==> src/rtl/trapcond_pkg.sv <==
// trapcond_pkg: shared types and constants of the trap evaluator.
// Assumes the mask bit order slt, sgt, eq, ult, ugt from bit 4 down to 0.
package trapcond_pkg;

    localparam int unsigned REL_COUNT = 5;

    localparam int unsigned BIT_SLT = 4;
    localparam int unsigned BIT_SGT = 3;
    localparam int unsigned BIT_EQ  = 2;
    localparam int unsigned BIT_ULT = 1;
    localparam int unsigned BIT_UGT = 0;

    // Relation vector; packed order matches the condition mask bit order.
    typedef struct packed {
        logic slt;
        logic sgt;
        logic eq;
        logic ult;
        logic ugt;
    } rel_vec_t;

endpackage

==> src/rtl/trapcond_operand_sel.sv <==
// trapcond_operand_sel: picks operand B, either the register value or
// the sign-extended immediate. Assumes IMM_W <= DATA_W.
module trapcond_operand_sel #(
    parameter int unsigned DATA_W = 32,
    parameter int unsigned IMM_W  = 16
) (
    input  logic              use_imm,
    input  logic [DATA_W-1:0] reg_val,
    input  logic [IMM_W-1:0]  imm_val,
    output logic [DATA_W-1:0] opnd_b
);

    localparam int unsigned EXT_W = DATA_W - IMM_W;

    logic [DATA_W-1:0] imm_ext;

    // Replicate the immediate sign bit across the upper part.
    generate
        if (EXT_W == 0) begin : g_no_ext
            always_comb imm_ext = imm_val;
        end else begin : g_ext
            always_comb imm_ext = {{EXT_W{imm_val[IMM_W-1]}}, imm_val};
        end
    endgenerate

    // Form select between register and extended immediate.
    always_comb opnd_b = use_imm ? imm_ext : reg_val;

endmodule

==> src/rtl/trapcond_relations.sv <==
// trapcond_relations: evaluates the five signed and unsigned relations
// between A and B. SHARED_CMP=1 derives the signed relations from one
// unsigned comparator plus sign bits; SHARED_CMP=0 uses separate signed
// comparators. Both variants give identical results.
module trapcond_relations
    import trapcond_pkg::*;
#(
    parameter int unsigned DATA_W     = 32,
    parameter bit          SHARED_CMP = 1'b1
) (
    input  logic [DATA_W-1:0] a,
    input  logic [DATA_W-1:0] b,
    output rel_vec_t          rel
);

    localparam int unsigned MSB = DATA_W - 1;

    logic eq_w;
    logic ult_w;
    logic ugt_w;
    logic slt_w;
    logic sgt_w;

    // Unsigned relations and equality, common to both variants.
    always_comb begin
        eq_w  = (a == b);
        ult_w = (a < b);
        ugt_w = !ult_w && !eq_w;
    end

    generate
        if (SHARED_CMP) begin : g_shared
            logic sign_diff;
            // Signs differ: the negative operand is smaller; else unsigned order.
            always_comb begin
                sign_diff = a[MSB] ^ b[MSB];
                slt_w     = sign_diff ? a[MSB] : ult_w;
                sgt_w     = sign_diff ? b[MSB] : ugt_w;
            end
        end else begin : g_separate
            // Dedicated two's complement comparators.
            always_comb begin
                slt_w = ($signed(a) < $signed(b));
                sgt_w = ($signed(a) > $signed(b));
            end
        end
    endgenerate

    // Pack into the mask-ordered relation vector.
    always_comb begin
        rel.slt = slt_w;
        rel.sgt = sgt_w;
        rel.eq  = eq_w;
        rel.ult = ult_w;
        rel.ugt = ugt_w;
    end

endmodule

==> src/rtl/trapcond_decide.sv <==
// trapcond_decide: ANDs each relation with its mask bit and ORs the
// results. Assumes the relation vector and mask share the same bit order.
module trapcond_decide
    import trapcond_pkg::*;
(
    input  rel_vec_t             rel,
    input  logic [REL_COUNT-1:0] mask,
    output logic                 hit
);

    logic [REL_COUNT-1:0] rel_bits;
    logic [REL_COUNT-1:0] sel_bits;

    // Flatten the struct for per-bit gating.
    always_comb rel_bits = rel;

    generate
        for (genvar k = 0; k < REL_COUNT; k++) begin : g_gate
            // Gate relation k with mask bit k.
            always_comb sel_bits[k] = rel_bits[k] & mask[k];
        end
    endgenerate

    // Any selected relation true raises the hit.
    always_comb hit = |sel_bits;

endmodule

==> src/rtl/trapcond_top.sv <==
// trapcond_top: conditional trap evaluator. Chooses operand B, computes
// five relations, masks them and registers a one-cycle trap request with
// its reason code. Synchronous active-low reset. Assumes the mask is
// 5 bits wide in the order slt, sgt, eq, ult, ugt.
module trapcond_top
    import trapcond_pkg::*;
#(
    parameter int unsigned          DATA_W     = 32,
    parameter int unsigned          IMM_W      = 16,
    parameter int unsigned          REASON_W   = 4,
    parameter logic [REASON_W-1:0]  TRAP_CODE  = 4'd2,
    parameter bit                   SHARED_CMP = 1'b1
) (
    input  logic                 clk,
    input  logic                 rst_n,
    input  logic                 valid_i,
    input  logic                 use_imm_i,
    input  logic [DATA_W-1:0]    opa_i,
    input  logic [DATA_W-1:0]    opb_i,
    input  logic [IMM_W-1:0]     imm_i,
    input  logic [REL_COUNT-1:0] cond_mask_i,
    output logic                 trap_o,
    output logic [REASON_W-1:0]  reason_o
);

    logic [DATA_W-1:0]   opnd_b;
    rel_vec_t            rel;
    logic                hit;
    logic                trap_q;
    logic [REASON_W-1:0] reason_q;

    trapcond_operand_sel #(
        .DATA_W (DATA_W),
        .IMM_W  (IMM_W)
    ) u_sel (
        .use_imm (use_imm_i),
        .reg_val (opb_i),
        .imm_val (imm_i),
        .opnd_b  (opnd_b)
    );

    trapcond_relations #(
        .DATA_W     (DATA_W),
        .SHARED_CMP (SHARED_CMP)
    ) u_rel (
        .a   (opa_i),
        .b   (opnd_b),
        .rel (rel)
    );

    trapcond_decide u_dec (
        .rel  (rel),
        .mask (cond_mask_i),
        .hit  (hit)
    );

    // Register the request and its reason; cleared by reset.
    always_ff @(posedge clk) begin
        if (!rst_n) begin
            trap_q   <= 1'b0;
            reason_q <= '0;
        end else begin
            trap_q   <= valid_i && hit;
            reason_q <= (valid_i && hit) ? TRAP_CODE : '0;
        end
    end

    // Drive the outputs from the registers.
    always_comb begin
        trap_o   = trap_q;
        reason_o = reason_q;
    end

endmodule

==> config.mk <==
export PLATFORM = sky130hd
export DESIGN_NAME = trapcond_top
export DESIGN_NICKNAME = d
export VERILOG_FILES = /design/src/rtl/trapcond_pkg.sv /design/src/rtl/trapcond_operand_sel.sv /design/src/rtl/trapcond_relations.sv /design/src/rtl/trapcond_decide.sv /design/src/rtl/trapcond_top.sv
export SDC_FILE = /design/constraint.sdc
export NUM_CORES = 1
export LEC_CHECK = 0
export BUFFER_PORTS_ARGS = -buffer_cell sky130_fd_sc_hd__buf_2
export CAP_MARGIN = 30
export CORE_UTILIZATION = 30
export CTS_BUF_LIST = sky130_fd_sc_hd__clkbuf_16
export DETAILED_ROUTE_END_ITERATION = 8
export SYNTH_ARGS = -nofsm -noshare
export SYNTH_HDL_FRONTEND = slang
export SYNTH_SLANG_ARGS = --single-unit
==> constraint.sdc <==
create_clock -name clk -period 4.1 [get_ports clk]
set_input_delay 0.41 -clock clk [delete_from_list [all_inputs] [get_ports clk]]
set_output_delay 0.41 -clock clk [all_outputs]
set_load 0.01 [all_outputs]
=== Word level (Yosys, flattened, before mapping) ===
Index checks and enable logic that the tools add are counted.

* $add $sub $neg: 0
* $mul: 0
* Divide/modulo/power cells: 0
* Magnitude comparators: 1
* Equal/unequal tests: 1
* Shifts and indexed selects: 0
* Mux-type cells: 4
* Bitwise gates (word level): 6
* Reductions and logical operators: 5

{| class="wikitable"
|+ Operator list
! operator !! count
|-
| equality test 32 bit || 1
|-
| less-than comparator 32 bit || 1
|-
| two-way mux 32 bit || 1
|-
| bitwise AND 1 bit || 5
|-
| OR reduction 5 bit || 1
|-
| logical AND 1 bit || 2
|-
| zero test 1 bit || 2
|-
| two-way mux 1 bit || 2
|-
| two-way mux 2 bit || 1
|-
| XOR 1 bit || 1
|}

* Bits in registers: 5
* Bits in latches: 0
* Memory bits (writable): 0
* ROM bits: 0
* Output and inout port bits: 5
* Logic and storage cells: 19
* Memories kept: 0

=== Logic depth before layout (Yosys ltp) ===
Gate-level depths: netlist of the first run.

* Word-level depth: 9
* Depth in mapped cells: 12
* Gate-level depth less buffers: 10

=== By module ===
From an unflattened synthesis of the first run, not the netlist that was laid out.

* Cell total of the unflattened synthesis: 171
* Area total of the unflattened synthesis: 1556.5 sq um

{| class="wikitable"
|+ By module, submodules not included
! module !! instances !! cells an instance !! area each (sq um)
|-
| trapcond_relations || 1 || 124 || 925.9
|-
| trapcond_operand_sel || 1 || 37 || 549.3
|-
| trapcond_top || 1 || 7 || 60.1
|-
| trapcond_decide || 1 || 3 || 21.3
|}

=== Worst setup path after synthesis of the first run ===
OpenSTA, ideal clock, no wires.

* Path kind: input to register
* From: input port use_imm_i
* To: register reason_q[1], in the netlist reason_o[1]
* Setup time: 0.088 ns
* Arrival time: 2.586 ns
* Slack: 1.426 ns
* Stages on the path: 12
* Path buffers: 3
* Cells stage by stage: buf_2 -> and2_1 -> buf_2 -> clkbuf_1 -> a21oi_1 -> ha_1 -> nand4_1 -> nor4_4 -> nand2_1 -> o2111ai_2 -> nor3b_1 -> a311oi_2

* Longest elaborated chain between the ends: 9

{| class="wikitable"
|+ RTL lines
! what !! RTL line !! text
|-
| start: declaration || trapcond_top.sv:17 || <nowiki>input logic use_imm_i,</nowiki>
|-
| two-way mux 32 bit (*) || trapcond_operand_sel.sv:27 || <nowiki>always_comb opnd_b = use_imm ? imm_ext : reg_val;</nowiki>
|-
| less-than comparator 32 bit or equality test 32 bit (tied branches) || trapcond_relations.sv:27, trapcond_relations.sv:26 ||
|-
| zero test 1 bit || trapcond_relations.sv:28 || <nowiki>ugt_w = !ult_w && !eq_w;</nowiki>
|-
| logical AND 1 bit || trapcond_relations.sv:28 ||
|-
| two-way mux 1 bit || trapcond_relations.sv:38 || <nowiki>sgt_w = sign_diff ? b[MSB] : ugt_w;</nowiki>
|-
| bitwise AND 1 bit || trapcond_decide.sv:20 || <nowiki>always_comb sel_bits[k] = rel_bits[k] & mask[k];</nowiki>
|-
| OR reduction 5 bit (*) || trapcond_decide.sv:25 || <nowiki>always_comb hit = |sel_bits;</nowiki>
|-
| logical AND 1 bit (*) || trapcond_top.sv:64 || <nowiki>reason_q <= (valid_i && hit) ? TRAP_CODE : '0;</nowiki>
|-
| two-way mux 2 bit (*) || trapcond_top.sv:64 ||
|-
| end signal: assignment || trapcond_top.sv:64 ||
|-
| end: declaration || trapcond_top.sv:30 || <nowiki>logic [REASON_W-1:0] reason_q;</nowiki>
|}

Every way passes the cells marked *; elsewhere a longest branch is shown, timed or not.
A chain may end at the register's enable or synchronous reset.

=== Worst setup path after layout of the first run ===
Ends and elaborated chain as after synthesis.

==> results of run 1 <==
[worst max-delay path: cells and delay by family]
family | cells | cell delay (ns)
AOI/OAI and AO/OA | 3 | 0.57
adders and majority gates | 1 | 0.41
buffers and inverters | 2 | 0.42
and+or+nand+nor | 5 | 1.26
[worst max path at each step]
stage | slack, ns | cells after the start | startpoint | end
after detailed placement | 0.93 | 11 | use_imm_i | reason_o[1]
after CTS | 0.92 | 11 | use_imm_i | reason_o[1]
after global routing | 0.66 | 11 | use_imm_i | reason_o[1]
after floorplan | 1.43 | 12 | use_imm_i | reason_o[1]
final | 0.94 | 11 | use_imm_i | reason_o[1]
after global placement | 0.98 | 11 | use_imm_i | reason_o[1]
[cells in the final DEF (no fill, tap or decap), types with 2 or more instances in the layout]
cell / netlist / final
a21o_1: 2 / 2
o21ai_0: 5 / 5
nand2b_1: 2 / 2
conb_1: 1 / 3
mux2i_1: 14 / 14
ha_1: 32 / 32
nor2_1: 2 / 2
inv_1: 5 / 5
nand4_1: 7 / 7
nand2_1: 8 / 8
buf_2: 2 / 90
a21oi_1: 31 / 31
nor2b_1: 2 / 2
[final cells by class]
class	count	share of cell area [%]
Sequential cell	1	1.257
Multi-Input combinational cell	128	65.44
Timing Repair Buffer	90	28.28
Tap cell	46	3.614
Inverter	6	1.414
[metal layers]
layer / part of all wire [%] / vias up
li1: - / 710
met1: 44 / 537
met4: 0 / 0
met5: 0 / -
met2: 45 / 63
met3: 11 / 0
[power breakdown]
part	switching, mW	internal (mW)
logic	0.0788	0.0830
registers	0.000273	0.0107
clock network	0	0
total	0.0791	0.0937
[through the flow]
step,worst slack (ns),util [%],cell area [um^2],std cells
2_1_floorplan,1.426,-,1136,144
3_3_place_gp,0.9787,45.92,1593,271
3_5_place_dp,0.9273,45.92,1593,271
4_1_cts,0.9166,45.92,1593,271
5_1_grt,0.6577,45.92,1593,271
6_report,0.9439,45.92,1593,271
[cells by family after synthesis]
family | synth area share (%)
AND/OR/NAND/NOR | 17.74
multiplexers | 13.41
flip-flops | 1.774
AO/OA/AOI/OAI | 24.72
buffers and inverters | 6.541
other | 0.3323
adder cells (fa/ha/maj) | 35.48
==> results.py, run 1 <==
metrics = {
    "floorplan": {
        "start_util_pct": 32.54,
        "placement_rows": 21,
        "core_area_um2": 3468,
        "die_area_um2": 4011,
        "io-pin-count": 94,
        "dieHeight_um": 63.34,
        "die_x_um": 63.34,
    },
    "sta": {
        "setup_tns_ns": 0,
        "relSlewSlack_pct": 64.51,
        "drv_slew": 0,
        "fin_crit_sh_pct": 76.98,
        "clock.fmax_mhz": 316.8,
        "finalHoldViolations": 0,
        "finalSetupViolCount": 0,
        "grt_setup_unrepaired": "no",
        "fin_worst_hold_slack_ns": 0.6544,
        "finalCriticalPeriod_ns": 3.156,
        "tightest_slew_ns": 0.5323,
    },
    "layout": {
        "fillers": 383,
        "layout.nets": 348,
        "diodes": 0,
        "area_delta_synth_final_pct": 41.13,
        "layout-drive-gt1-share_pct": 42.22,
        "regArea_um2": 20.02,
        "multi_input_area_um2": 1042,
        "largest_reg_flops": 1,
    },
    "global_route": {
        "grt_first_pass_wirelength_um": 4981,
        "grt_pass1_vias": 1219,
        "grt-busiest-layer": "met2",
        "grt_usage_pct": 14.73,
        "grt_use_met1_pct": 18.45,
        "grt_overflow": 0,
        "grtUsageMet3_pct": 3.442,
        "grt_util_met2_pct": 26.73,
        "antenna_found_initial": 0,
        "grt_max_degree": 18,
    },
    "critical_path": {
        "critPathRequiredTime_ns": 4.01,
        "cp-end-kind": "flip-flop",
        "crit_slowest_cell": "and2_1",
        "worstSetupPathType": "input port to flip-flop",
        "crit_fanout": 17,
        "cp-start-kind": "input port",
        "max_stage_delay_ns": 0.54,
        "cp.arrival_ns": 3.07,
        "path_cells": "buf_2 > and2_1 > a21o_1 > inv_1 > ha_1 > nand4_4 > nor4_4 > nand2_1 > o2111ai_2 > nor3b_1 > a311oi_2",
    },
    "flow_run": {
        "cap_viol_max_count": 0,
    },
    "logic_synthesis": {
        "ys_types": 38,
        "ys_seq_area_share_pct": 1.774,
        "ys_ff_latch": 1,
        "synth_edf_count": 0,
        "synth_top_flop_cell": "dfxtp_1",
        "synth_top_area_share_pct": 35.48,
        "ys.warnings.count": 0,
        "syn-cell-area_um2": 1129,
        "synth_common_cells": "ha_1 (32), a21oi_1 (31), mux2i_1 (14)",
        "synth_area_per_cell_um2": 7.948,
        "netlist_instances": 142,
        "synth_most_common_cell": "ha_1",
        "yosysTopAreaCell": "ha_1",
        "synth.area.top_cells": "ha_1 (35%), a21oi_1 (14%), mux2i_1 (12%), nand4_1 (3.9%), buf_4 (2.7%)",
        "async_flop_share_pct": 0,
    },
    "drt": {
        "final_antenna_net_count": 0,
        "firstDrtPassIters": 4,
        "drt_first_iter_violations": 23,
        "routed_wirelength_um": 3003,
        "wl_per_cell_um": 11.08,
        "viasPerCell": 4.834,
        "drc": 0,
        "via_count": 1310,
    },
    "place": {
        "hpwl_um": 2743,
        "port_buffers": 90,
        "routabilityCongestion": 0.7887,
    },
    "pwr": {
        "leakagePower_nw": 0.8885,
        "total_power_mw": 0.1728,
        "ir_worst_vdd_uv": 40.68,
        "powerDensity_nw_per_um2": 108.5,
    },
    "cts": {
        "clk_pin_slew_ns": 0,
        "cts_hold_buf": 0,
        "post_cts.repair.setup_buffers": 0,
        "cts-resized-gates": 0,
    },
    "worst_hold_path": {
        "min_to": "reason_o[1]",
        "hold_path_startpoint": "valid_i",
        "hold_path_depth": 3,
        "hold_path_class": "input port to flip-flop",
    },
    "status": {
        "status": "completed",
    },
}
Note: power is estimated with default switching activity, not from simulation.
==> inputs of run 2 (changes only) <==
==> constraint.sdc (replaced) <==
create_clock -name clk -period 3 [get_ports clk]
set_input_delay 0.3 -clock clk [delete_from_list [all_inputs] [get_ports clk]]
set_output_delay 0.3 -clock clk [all_outputs]
set_load 0.01 [all_outputs]
==> results.py, run 2 (same netlist as run 1, synthesis figures left out) <==
metrics = {
    "cts": {
        "post_cts.repair.setup_buffers": 0,
        "cts_hold_buf": 0,
        "cts-resized-gates": 0,
        "clk_pin_slew_ns": 0,
    },
    "critical_path": {
        "cp.arrival_ns": 2.41,
        "cp-end-kind": "flip-flop",
        "max_stage_delay_ns": 0.38,
        "critical_path_buf_inv_count": 2,
        "crit_fanout": 12,
        "cp-start-kind": "input port",
        "crit_slowest_cell": "nor4_4",
        "worstSetupPathType": "input port to flip-flop",
        "path_cells": "buf_2 > and2_1 > buf_4 > a21oi_1 > ha_1 > nand4_1 > nor4_4 > nand2_1 > o2111ai_2 > nor3b_1 > a311oi_2",
        "path_delay_family": "simple AND/OR/NAND/NOR gates",
        "critPathRequiredTime_ns": 2.91,
    },
    "global_route": {
        "antenna_found_initial": 0,
        "grt_first_pass_wirelength_um": 5112,
        "grt_pass1_vias": 1299,
        "grt_overflow": 0,
        "grt_max_degree": 16,
        "grt_usage_pct": 14.84,
    },
    "drt": {
        "wl_per_cell_um": 10.80,
        "drc": 0,
        "viasPerCell": 4.825,
        "firstDrtPassIters": 3,
        "final_antenna_net_count": 0,
        "routed_wirelength_um": 2958,
        "drt_first_iter_violations": 18,
        "via_count": 1322,
    },
    "place": {
        "port_buffers": 90,
        "routabilityCongestion": 0.7188,
        "hpwl_um": 2742,
    },
    "layout": {
        "layout_commonest_cell": "buf_2",
        "final_cell_mix": "buf_2 (90), ha_1 (32), a21oi_1 (31)",
        "layout-drive-gt1-share_pct": 42.98,
        "diodes": 0,
        "layout.nets": 351,
        "area_delta_synth_final_pct": 43.13,
        "largest_reg_flops": 1,
    },
    "pwr": {
        "clock_power_share_pct": 0,
        "seq_power_share_pct": 6.3,
        "powerDensity_nw_per_um2": 148.2,
        "p_int_mw": 0.1308,
        "ir_worst_vdd_uv": 54.08,
        "switching_share_pct": 45.37,
        "leakagePower_nw": 0.9032,
        "comb_power_share_pct": 93.7,
        "power_switching_mw": 0.1086,
    },
    "sta": {
        "finalCriticalPeriod_ns": 2.499,
        "grt_setup_unrepaired": "no",
        "fin_worst_hold_slack_ns": 0.5484,
        "drv_slew": 0,
        "finalHoldViolations": 0,
        "fin_crit_sh_pct": 83.29,
        "finalSetupViolCount": 0,
        "clock.fmax_mhz": 400.2,
        "setup_tns_ns": 0,
    },
    "floorplan": {
        "io-pin-count": 94,
        "placement_rows": 21,
        "start_util_pct": 32.54,
        "core_area_um2": 3468,
        "dieHeight_um": 63.34,
        "die_area_um2": 4011,
        "die_x_um": 63.34,
    },
    "flow_run": {
        "cap_viol_max_count": 0,
    },
    "worst_hold_path": {
        "hold_path_class": "input port to flip-flop",
    },
    "status": {
        "status": "completed",
    },
}
==> run 2: metal layers <==
layer	part of all wire [%]	wire length, um	global-route usage [%]
met4	0	0	0
met2	46	1361	27.93
met1	43	1280	18.34
met3	11	316	2.536
met5	0	0	0
==> run 2: layout make-up <==
class	instances	area, um^2
fill	374	1853
multi-input combinational	128	1042
sequential	1	20.02
timing repair buffer	93	473.0
inverter	6	22.52
tap	46	57.56
==> run 2: worst min-delay path, delay by kind of cell <==
kind                   cells  cell delay [ns]
AOI/OAI and AO/OA          1             0.04
buffers and inverters      1             0.10
and+or+nand+nor            1             0.06
==> run 2: path summary, 6_finish.rpt <==
check,depth (start not counted),from,endpoint,slack (ns)
max,11,use_imm_i,reason_o[1],0.50
min,3,valid_i,reason_o[1],0.55
==> run 2: power by group through the flow <==
stage                     registers (mW)  logic, mW  clock network, mW
after floorplan                   0.0157      0.142                  0
after global placement            0.0151      0.225                  0
after detailed placement          0.0152      0.227                  0
after CTS                         0.0151      0.228                  0
after global routing              0.0153      0.261                  0
final                             0.0151      0.224                  0
==> run 2: per-stage QoR <==
| stage | util (%) | instance area (um^2) | setup slack (ns) | instances | power (mW) |
|---|---|---|---|---|---|
| CTS | 46.57 | 1615 | 0.4773 | 274 | 0.2434 |
| finish | 46.57 | 1615 | 0.5013 | 274 | 0.2394 |
| detailed placement | 46.57 | 1615 | 0.4876 | 274 | 0.2422 |
| global route | 46.57 | 1615 | 0.2948 | 274 | 0.2762 |
| global placement | 46.57 | 1615 | 0.5461 | 274 | 0.2405 |
| floorplan | - | 1136 | 0.4358 | 144 | 0.1578 |
